$ cat config.mk
export PLATFORM = sky130hd
export DESIGN_NAME = tmr_hostif
export DESIGN_NICKNAME = d
export VERILOG_FILES = /design/src/rtl/tmr_pkg.sv /design/src/rtl/tmr_cmd_dec.sv /design/src/rtl/tmr_chan_port.sv /design/src/rtl/tmr_hostif.sv
export SDC_FILE = /design/constraint.sdc
export NUM_CORES = 1
export LEC_CHECK = 0
export BUFFER_PORTS_ARGS = -buffer_cell sky130_fd_sc_hd__buf_4
export CORE_MARGIN = 3
export CORE_UTILIZATION = 60
export DETAILED_ROUTE_END_ITERATION = 8
export GPL_TIMING_DRIVEN = 0
export MAX_ROUTING_LAYER = met4
export PLACE_DENSITY = 0.85
export SYNTH_ARGS = -nofsm -noshare
export SYNTH_HDL_FRONTEND = slang
export SYNTH_SLANG_ARGS = --single-unit
$ cat constraint.sdc
create_clock -name clk -period 3.1 [get_ports clk]
set_input_delay 0.155 -clock clk [delete_from_list [all_inputs] [get_ports clk]]
set_output_delay 0.155 -clock clk [all_outputs]
set_load 0.01 [all_outputs]
$ cat src/rtl/tmr_pkg.sv
package tmr_pkg;
  typedef enum logic [1:0] {
    ACC_NONE = 2'd0,
    ACC_LO   = 2'd1,
    ACC_HI   = 2'd2,
    ACC_WORD = 2'd3
  } acc_e;

  typedef struct packed {
    acc_e       acc;
    logic [2:0] mode;
    logic       bcd;
  } chcfg_t;

  localparam logic [1:0] CTL_ADDR = 2'd3;
  localparam logic [1:0] RB_SEL   = 2'd3;
endpackage

$ cat src/rtl/tmr_cmd_dec.sv
module tmr_cmd_dec
  import tmr_pkg::*;
#(
  parameter int NCH    = 3,
  parameter int BYTE_W = 8
) (
  input  logic              wr_en,
  input  logic [1:0]        addr,
  input  logic [BYTE_W-1:0] wdata,
  output logic [NCH-1:0]    cfg_we,
  output chcfg_t            cfg_val,
  output logic [NCH-1:0]    cnt_lat,
  output logic [NCH-1:0]    st_lat,
  output logic [NCH-1:0]    dat_we
);
  logic       is_ctl;
  logic       is_rb;
  logic [1:0] sel;
  logic [1:0] acc_f;
  logic [2:0] mode_f;

  always_comb begin
    is_ctl = wr_en && (addr == CTL_ADDR);
    sel    = wdata[7:6];
    is_rb  = (sel == RB_SEL);
    acc_f  = wdata[5:4];
    mode_f = wdata[3:1];
    cfg_val.acc  = acc_e'(acc_f);
    cfg_val.mode = (mode_f[2] && mode_f[1]) ? {1'b0, mode_f[1:0]} : mode_f;
    cfg_val.bcd  = wdata[0];
  end

  for (genvar i = 0; i < NCH; i++) begin : g_dec
    always_comb begin
      dat_we[i]  = wr_en && (addr == 2'(i));
      cfg_we[i]  = is_ctl && !is_rb && (sel == 2'(i)) && (acc_f != 2'd0);
      cnt_lat[i] = is_ctl && (is_rb ? (wdata[i+1] && !wdata[5])
                                    : ((sel == 2'(i)) && (acc_f == 2'd0)));
      st_lat[i]  = is_ctl && is_rb && wdata[i+1] && !wdata[4];
    end
  end
endmodule

$ cat src/rtl/tmr_chan_port.sv
module tmr_chan_port
  import tmr_pkg::*;
#(
  parameter int BYTE_W = 8
) (
  input  logic                clk,
  input  logic                rst_n,
  input  logic                cfg_we,
  input  chcfg_t              cfg_in,
  input  logic                cnt_lat,
  input  logic                st_lat,
  input  logic                dat_we,
  input  logic                dat_rd,
  input  logic [BYTE_W-1:0]   wdata,
  input  logic [2*BYTE_W-1:0] live,
  input  logic                out_lvl,
  output chcfg_t              cfg,
  output logic [BYTE_W-1:0]   rd_byte,
  output logic                ld_stb,
  output logic [2*BYTE_W-1:0] ld_val,
  output logic                snap_req
);
  localparam int CNT_W = 2 * BYTE_W;

  chcfg_t              cfg_q,   cfg_d;
  logic                wr_hi_q, wr_hi_d;
  logic                rd_hi_q, rd_hi_d;
  logic [BYTE_W-1:0]   hold_q,  hold_d;
  acc_e                cl_q,    cl_d;
  logic [CNT_W-1:0]    snap_q,  snap_d;
  logic                sl_q,    sl_d;
  logic [BYTE_W-1:0]   stat_q,  stat_d;
  logic                ldst_q,  ldst_d;
  logic [CNT_W-1:0]    ldv_q,   ldv_d;
  logic                srq_q,   srq_d;

  // read byte selection
  always_comb begin
    if (sl_q) begin
      rd_byte = stat_q;
    end else if (cl_q != ACC_NONE) begin
      rd_byte = (cl_q == ACC_HI) ? snap_q[CNT_W-1:BYTE_W] : snap_q[BYTE_W-1:0];
    end else begin
      unique case (cfg_q.acc)
        ACC_HI:   rd_byte = live[CNT_W-1:BYTE_W];
        ACC_WORD: rd_byte = rd_hi_q ? live[CNT_W-1:BYTE_W] : live[BYTE_W-1:0];
        default:  rd_byte = live[BYTE_W-1:0];
      endcase
    end
  end

  // next state
  always_comb begin
    cfg_d   = cfg_q;
    wr_hi_d = wr_hi_q;
    rd_hi_d = rd_hi_q;
    hold_d  = hold_q;
    cl_d    = cl_q;
    snap_d  = snap_q;
    sl_d    = sl_q;
    stat_d  = stat_q;
    ldst_d  = 1'b0;
    ldv_d   = ldv_q;
    srq_d   = 1'b0;

    if (cfg_we) begin
      cfg_d   = cfg_in;
      wr_hi_d = 1'b0;
      rd_hi_d = 1'b0;
    end

    if (dat_we) begin
      unique case (cfg_q.acc)
        ACC_HI: begin
          ldst_d = 1'b1;
          ldv_d  = {wdata, {BYTE_W{1'b0}}};
        end
        ACC_WORD: begin
          if (!wr_hi_q) begin
            hold_d  = wdata;
            wr_hi_d = 1'b1;
          end else begin
            ldst_d  = 1'b1;
            ldv_d   = {wdata, hold_q};
            wr_hi_d = 1'b0;
          end
        end
        default: begin
          ldst_d = 1'b1;
          ldv_d  = {{BYTE_W{1'b0}}, wdata};
        end
      endcase
    end

    if (dat_rd) begin
      if (sl_q) begin
        sl_d = 1'b0;
      end else if (cl_q != ACC_NONE) begin
        cl_d = (cl_q == ACC_WORD) ? ACC_HI : ACC_NONE;
      end else if (cfg_q.acc == ACC_WORD) begin
        rd_hi_d = !rd_hi_q;
      end
    end

    if (cnt_lat && (cl_q == ACC_NONE)) begin
      snap_d = live;
      cl_d   = cfg_q.acc;
      srq_d  = 1'b1;
    end

    if (st_lat && !sl_q) begin
      stat_d = BYTE_W'({out_lvl, 1'b0, cfg_q.acc, cfg_q.mode, cfg_q.bcd});
      sl_d   = 1'b1;
    end
  end

  // state registers
  always_ff @(posedge clk or negedge rst_n) begin
    if (!rst_n) begin
      cfg_q   <= '{acc: ACC_WORD, mode: 3'd0, bcd: 1'b0};
      wr_hi_q <= 1'b0;
      rd_hi_q <= 1'b0;
      hold_q  <= '0;
      cl_q    <= ACC_NONE;
      snap_q  <= '0;
      sl_q    <= 1'b0;
      stat_q  <= '0;
      ldst_q  <= 1'b0;
      ldv_q   <= '0;
      srq_q   <= 1'b0;
    end else begin
      cfg_q   <= cfg_d;
      wr_hi_q <= wr_hi_d;
      rd_hi_q <= rd_hi_d;
      hold_q  <= hold_d;
      cl_q    <= cl_d;
      snap_q  <= snap_d;
      sl_q    <= sl_d;
      stat_q  <= stat_d;
      ldst_q  <= ldst_d;
      ldv_q   <= ldv_d;
      srq_q   <= srq_d;
    end
  end

  assign cfg      = cfg_q;
  assign ld_stb   = ldst_q;
  assign ld_val   = ldv_q;
  assign snap_req = srq_q;
endmodule

$ cat src/rtl/tmr_hostif.sv
module tmr_hostif
  import tmr_pkg::*;
#(
  parameter int NCH    = 3,
  parameter int BYTE_W = 8
) (
  input  logic                    clk,
  input  logic                    rst_n,
  input  logic [1:0]              addr,
  input  logic                    wr_en,
  input  logic                    rd_en,
  input  logic [BYTE_W-1:0]       wdata,
  output logic [BYTE_W-1:0]       rdata,
  input  logic [NCH*2*BYTE_W-1:0] live_cnt,
  input  logic [NCH-1:0]          out_lvl,
  output logic [NCH-1:0]          ld_stb,
  output logic [NCH*2*BYTE_W-1:0] ld_val,
  output logic [NCH*2-1:0]        ch_acc,
  output logic [NCH*3-1:0]        ch_mode,
  output logic [NCH-1:0]          ch_bcd,
  output logic [NCH-1:0]          snap_req
);
  localparam int CNT_W = 2 * BYTE_W;

  logic [NCH-1:0]    cfg_we, cnt_lat, st_lat, dat_we;
  chcfg_t            cfg_val;
  chcfg_t            cfg   [NCH];
  logic [BYTE_W-1:0] rbyte [NCH];

  tmr_cmd_dec #(.NCH(NCH), .BYTE_W(BYTE_W)) u_dec (
    .wr_en   (wr_en),
    .addr    (addr),
    .wdata   (wdata),
    .cfg_we  (cfg_we),
    .cfg_val (cfg_val),
    .cnt_lat (cnt_lat),
    .st_lat  (st_lat),
    .dat_we  (dat_we)
  );

  for (genvar i = 0; i < NCH; i++) begin : g_ch
    logic rd_hit;
    assign rd_hit = rd_en && (addr == 2'(i));

    tmr_chan_port #(.BYTE_W(BYTE_W)) u_ch (
      .clk      (clk),
      .rst_n    (rst_n),
      .cfg_we   (cfg_we[i]),
      .cfg_in   (cfg_val),
      .cnt_lat  (cnt_lat[i]),
      .st_lat   (st_lat[i]),
      .dat_we   (dat_we[i]),
      .dat_rd   (rd_hit),
      .wdata    (wdata),
      .live     (live_cnt[i*CNT_W +: CNT_W]),
      .out_lvl  (out_lvl[i]),
      .cfg      (cfg[i]),
      .rd_byte  (rbyte[i]),
      .ld_stb   (ld_stb[i]),
      .ld_val   (ld_val[i*CNT_W +: CNT_W]),
      .snap_req (snap_req[i])
    );

    assign ch_acc[i*2 +: 2]  = cfg[i].acc;
    assign ch_mode[i*3 +: 3] = cfg[i].mode;
    assign ch_bcd[i]         = cfg[i].bcd;
  end

  always_comb begin
    rdata = '0;
    for (int i = 0; i < NCH; i++) begin
      if (addr == 2'(i)) rdata = rbyte[i];
    end
  end
endmodule

# Yosys cells after proc, flatten, opt, wreduce, memory -nomap -nowiden
# Index checks and enable logic that the tools add are counted.
# classes
n_reduce_logical	74
n_mux	88
bitwise_logic	3
eq_ne	24
# op_table
op	n
$mux 8	15
$pmux 16 s2	3
$mux 1	48
$mux 16	3
$pmux 8 s2	3
$logic_and 1x1->1	37
$eq 2x2->1 const B	16
$mux 2	15
$reduce_bool 2->1	13
$reduce_and 3->1	6
$logic_not 2->1	6
$logic_not 1->1	9
$ne 2x1->1 const B	3
$ne 2x2->1 const B	3
$reduce_and 2->1	3
$eq 2x1->1 const B	2
$mux 3	1
$not 1->1	3
# word_totals
reg_bits	180
in_bits	65
word_cells	228
out_inout_bits	80

# Logic depth before layout (Yosys ltp)
# logic_depth
ltp_word	10
ltp_mapped	7
depth_no_buf	5

# Hierarchy
# Synthesis repeated with hierarchy kept, for this count alone.
# unflattened
hier_cells	743
area_unflattened_um2	8759.7
# modules_own_cells
mod	area_each_um2	n_inst	seq_area_each_um2	cells_each
tmr_chan_port	2783.9	3	1503.9	230
tmr_cmd_dec	207.7	1	0.0	30
tmr_hostif	200.2	1	0.0	23

# Worst setup path before layout
# Ideal clock, no wire load.
# synth_path
path_type	reg-to-reg
startpoint	reg g_ch[1].u_ch.cfg_q, in the netlist g_ch[1].u_ch.cfg[4]
endpoint	reg g_ch[1].u_ch.hold_q[0]
arrival_time_ns	1.814
path_buffers	0
setup_time_ns	0.125
path_slack_ns	1.162
stages_incl_launch_ff	6
path_cell_list	dfstp_2 > inv_1 > nor2_1 > nand3_1 > nor2_2 > mux2_2
# synth_between
elab_chain_len	2
# synth_lines
element	line	rtl
start: declaration	tmr_chan_port.sv:25	chcfg_t cfg_q, cfg_d;
start signal: assignment	tmr_chan_port.sv:120	cfg_q <= '{acc: ACC_WORD, mode: 3'd0, bcd: 1'b0};
start signal: assignment	tmr_chan_port.sv:132	cfg_q <= cfg_d;
$eq 2x2->1	tmr_chan_port.sv:73	unique case (cfg_q.acc)
$reduce_and 3->1 (no source line)	-	
end signal: assignment	tmr_chan_port.sv:135	hold_q <= hold_d;
end: declaration	tmr_chan_port.sv:28	logic [BYTE_W-1:0] hold_q, hold_d;
# Every way passes these cells.
# A chain may end at the register's enable or synchronous reset.

# Worst setup path after layout
# layout_path
startpoint	reg g_ch[2].u_ch.cfg_q, in the netlist g_ch[2].u_ch.cfg[5]
endpoint	out rdata[1]
# layout_between
elab_chain_len	5
word_cells_on_any_way	6
classes_between	2 x eq/ne; 4 x mux
# layout_lines
element	line	rtl
start: declaration	tmr_chan_port.sv:25	
start signal: assignment	tmr_chan_port.sv:120	
start signal: assignment	tmr_chan_port.sv:132	
$eq 2x2->1	tmr_chan_port.sv:44	unique case (cfg_q.acc)
$pmux 8 s2 *	tmr_chan_port.sv:44	
$mux 8 *	tmr_chan_port.sv:41	end else if (cl_q != ACC_NONE) begin
$mux 8 *	tmr_chan_port.sv:39	if (sl_q) begin
$mux 8 *	tmr_hostif.sv:72	if (addr == 2'(i)) rdata = rbyte[i];
end: declaration	tmr_hostif.sv:13	output logic [BYTE_W-1:0] rdata,
# Mark *: on every way between the ends. The rest lies on a longest branch, timed or not.

==> metrics.csv <==
metric,value,unit
global-route wire length before repair,37.0,mm
Root Buffer,clkbuf_16,
outcome,finished clean,
Final #Nets,1039,
DP HPWL,15.8,mm
WL/cell,20.7,um
Top Ports,145,
"commonest non-fill, non-tap cell in the layout",dfrtp_1,
Fin Setup TNS,0,ns
Post-Syn Area per Cell,10.9,sq um
DR vias/cell,6.12,
Main synth FF type,dfrtp_1,
Final period util,97.6,%
Yosys warnings,0,
GP Congestion,0.960,
# DRC,0,
Worst-path clk slew,0.06,ns
LEAKAGE,5.01,nW
initial antenna violation count,0,
Pwr Density,711,nW/um^2
register area,4510,sq um
GRT Resource Usage Total,33.1,%
cell-internal power,5.35,mW
Post-CTS Setup Inserts,0,
post-synth top area share,52.5,%
Post-synth EDFFs,0,
die footprint,15300,sq um
Setup WS post-layout,0.0738,ns
Net Sw Frac,29.9,%
crit path DAT,2.87,ns
combinational group share of total power,25.5,%
Filler Cell Count,789,
crit path time final,3.03,ns
Slowest cell on crit path,dfstp_2,
WL met1,9.53,mm
largest area contributor in the netlist,dfrtp_1,
Unique masters post-synth,43,
DR pass1 iterations,5,
initial core utilization,61.9,%
slowest cell delay on critical path,0.56,ns
#FFs+latches synth,180,
PortBufs,140,
Mapped Nets,827,
die width,124,um
max cap viols,0,
DRT antenna net count,0,
startpoint types,register,
Flop pwr share,43.8,%
# rows,42,
# diodes,0,
DR top layer,met4,
Die H,124,um
P_sw,2.29,mW
CTS buffer count,17,
CTS tree,done,
Worst-Margin Slew,0.908,ns
initial DRC count,679,
"Seq/Total Area, Yosys",54.4,%
Max Clock Freq,330,MHz
"Req. time, crit path",2.94,ns
"commonest non-fill, non-tap cells in the layout","dfrtp_1, buf_4, mux2_2, nand2_1, o21ai_0",
Synth Cell Area,8290,sq um
slew margin rel.,39.1,%
vias in the first global route,6944,
crit-path cells,clkbuf_1 -> o21ai_1 -> mux2_2 -> a21oi_1 -> a211oi_1 -> buf_4,
final setup fails,0,
Clock Power Share,30.7,%
crit path capture type,output port,
CTS max path bufs,2,
GR Overflow Total,0,
core area,13400,sq um
WS Path Type,register to output port,
Slew Limit Fails,0,
CTS sink count,180,
pre-CTS setup slack,0.584,ns
Layout area overhead,29.7,%
final WL,24.1,mm
met3 routed WL,1.91,mm
met2 WL,11.8,mm
Clock Latency Late Sink,0.44,ns
DR vias,7115,
RSZ-0062 raised after global routing,no,
largest net degree at the start of global routing,108,
share of cells above drive strength 1,31.7,%
maximum vdd ir drop,512,uV
Multi-input gate area,3430,sq um
htree depth,4,
Hold WC Path Type,input pin to register,
crit-path max FO,10,
Final Skew,0.00426,ns
main area contributors after synthesis,"dfrtp_1, mux2_2, o21ai_0",
Post-Synthesis Cells,762,
"Async S/R FF share, synth",100,%
count of final hold-check violations,0,
[power groups by stage]
stage	Sequential, mW	Combinational, mW	Clock, mW
after global placement	3.33	1.79	0
after floorplan	3.36	0.922	0
after detailed placement	3.36	1.85	0
after global routing	3.40	2.12	2.43
after CTS	3.33	1.93	2.34
final	3.35	1.95	2.34
[worst max-delay path, delay by kind of cell (launching register included)]
kind            cells  cell delay (ns)
flops               1             0.56
mux                 1             0.35
buf+inv             2             0.58
compound gates      3             0.95
[path summary, 6_finish.rpt]
check | end | from | depth (start not counted) | slack (ns)
max in group asynchronous | g_ch[2].u_ch.cfg[5] | rst_n | 3 | 1.94
max reg2reg | g_ch[2].u_ch.snap_q[9] | g_ch[2].u_ch.cl_q[1] | 4 | 0.65
min reg2reg | g_ch[2].u_ch.ld_val[4] | g_ch[2].u_ch.ld_val[4] | 2 | 0.48
max | rdata[1] | g_ch[2].u_ch.cfg[5] | 6 | 0.07
min | g_ch[2].u_ch.sl_q | addr[0] | 4 | 0.10
min in group asynchronous | g_ch[1].u_ch.ld_stb | rst_n | 2 | 0.29
[synth_stat cells (all sizes together), types with 2 or more instances]
master / count
dfrtp: 174
mux2: 116
nand2: 103
o21ai: 92
clkbuf: 49
inv: 27
a21oi: 25
a22oi: 23
nor2: 19
or3: 16
nor2b: 15
a221oi: 14
buf: 10
a31oi: 9
a211oi: 7
a221o: 7
o22ai: 7
dfstp: 6
nand3: 6
nand2b: 5
nand4: 5
nor3b: 5
nor3: 3
o21bai: 3
a21o: 2
nor4: 2
o211ai: 2
or2: 2
[cell families (layout without fill, tap and decap cells)]
logic type,after synthesis,count (layout),synth area share [%]
buffers and inverters,86,310,4.26
AOI/OAI and AO/OA,195,195,14.3
DFF,180,180,54.4
muxes,117,117,15.9
and+or+nand+nor,184,184,11.1
[sequential cells by signal (all words and copies together) (netlist names)]
register,flops
g_ch.u_ch.cfg,18
g_ch.u_ch.cl_q,6
g_ch.u_ch.hold_q,24
g_ch.u_ch.ld_stb,3
g_ch.u_ch.ld_val,48
g_ch.u_ch.rd_hi_q,3
g_ch.u_ch.sl_q,3
g_ch.u_ch.snap_q,48
g_ch.u_ch.snap_req,3
g_ch.u_ch.stat_q,21
g_ch.u_ch.wr_hi_q,3
[area by class of cell]
cell class	count	share of cell area [%]
multi-input cells	496	31.9
inverters	27	0.943
flip-flops and latches	180	42.0
plain buffers	59	2.34
clock buffers	21	4.19
well taps	176	2.05
clock inverters	10	1.68
repair buffers	193	14.9
[metal layers]
metal  vias to the layer above  track usage, %
li1                       3120               -
met1                      3507            42.8
met2                       403            52.3
met3                        85            6.68
met4                         0            12.4
met5                         -               -
[what timing repair did]
action | in CTS | in global routing
endpoints found under the hold margin | 154 | 0
setup endpoints to repair | 0 | 2
hold buffers | 52 | 0
gates resized for setup | 0 | 2
[metrics by stage]
step	power (mW)	cells	instance area, sq um	util [%]	hold WS, ns
after CTS	7.60	1162	10700	80.2	0.0960
after global placement	5.11	1078	9560	71.3	0.365
final	7.64	1162	10800	80.2	0.100
after global routing	7.95	1162	10800	80.2	0.129
after detailed placement	5.21	1079	9600	71.6	0.266
after floorplan	4.29	762	8290	-	-0.141
Power figures use the tool's default switching activity.
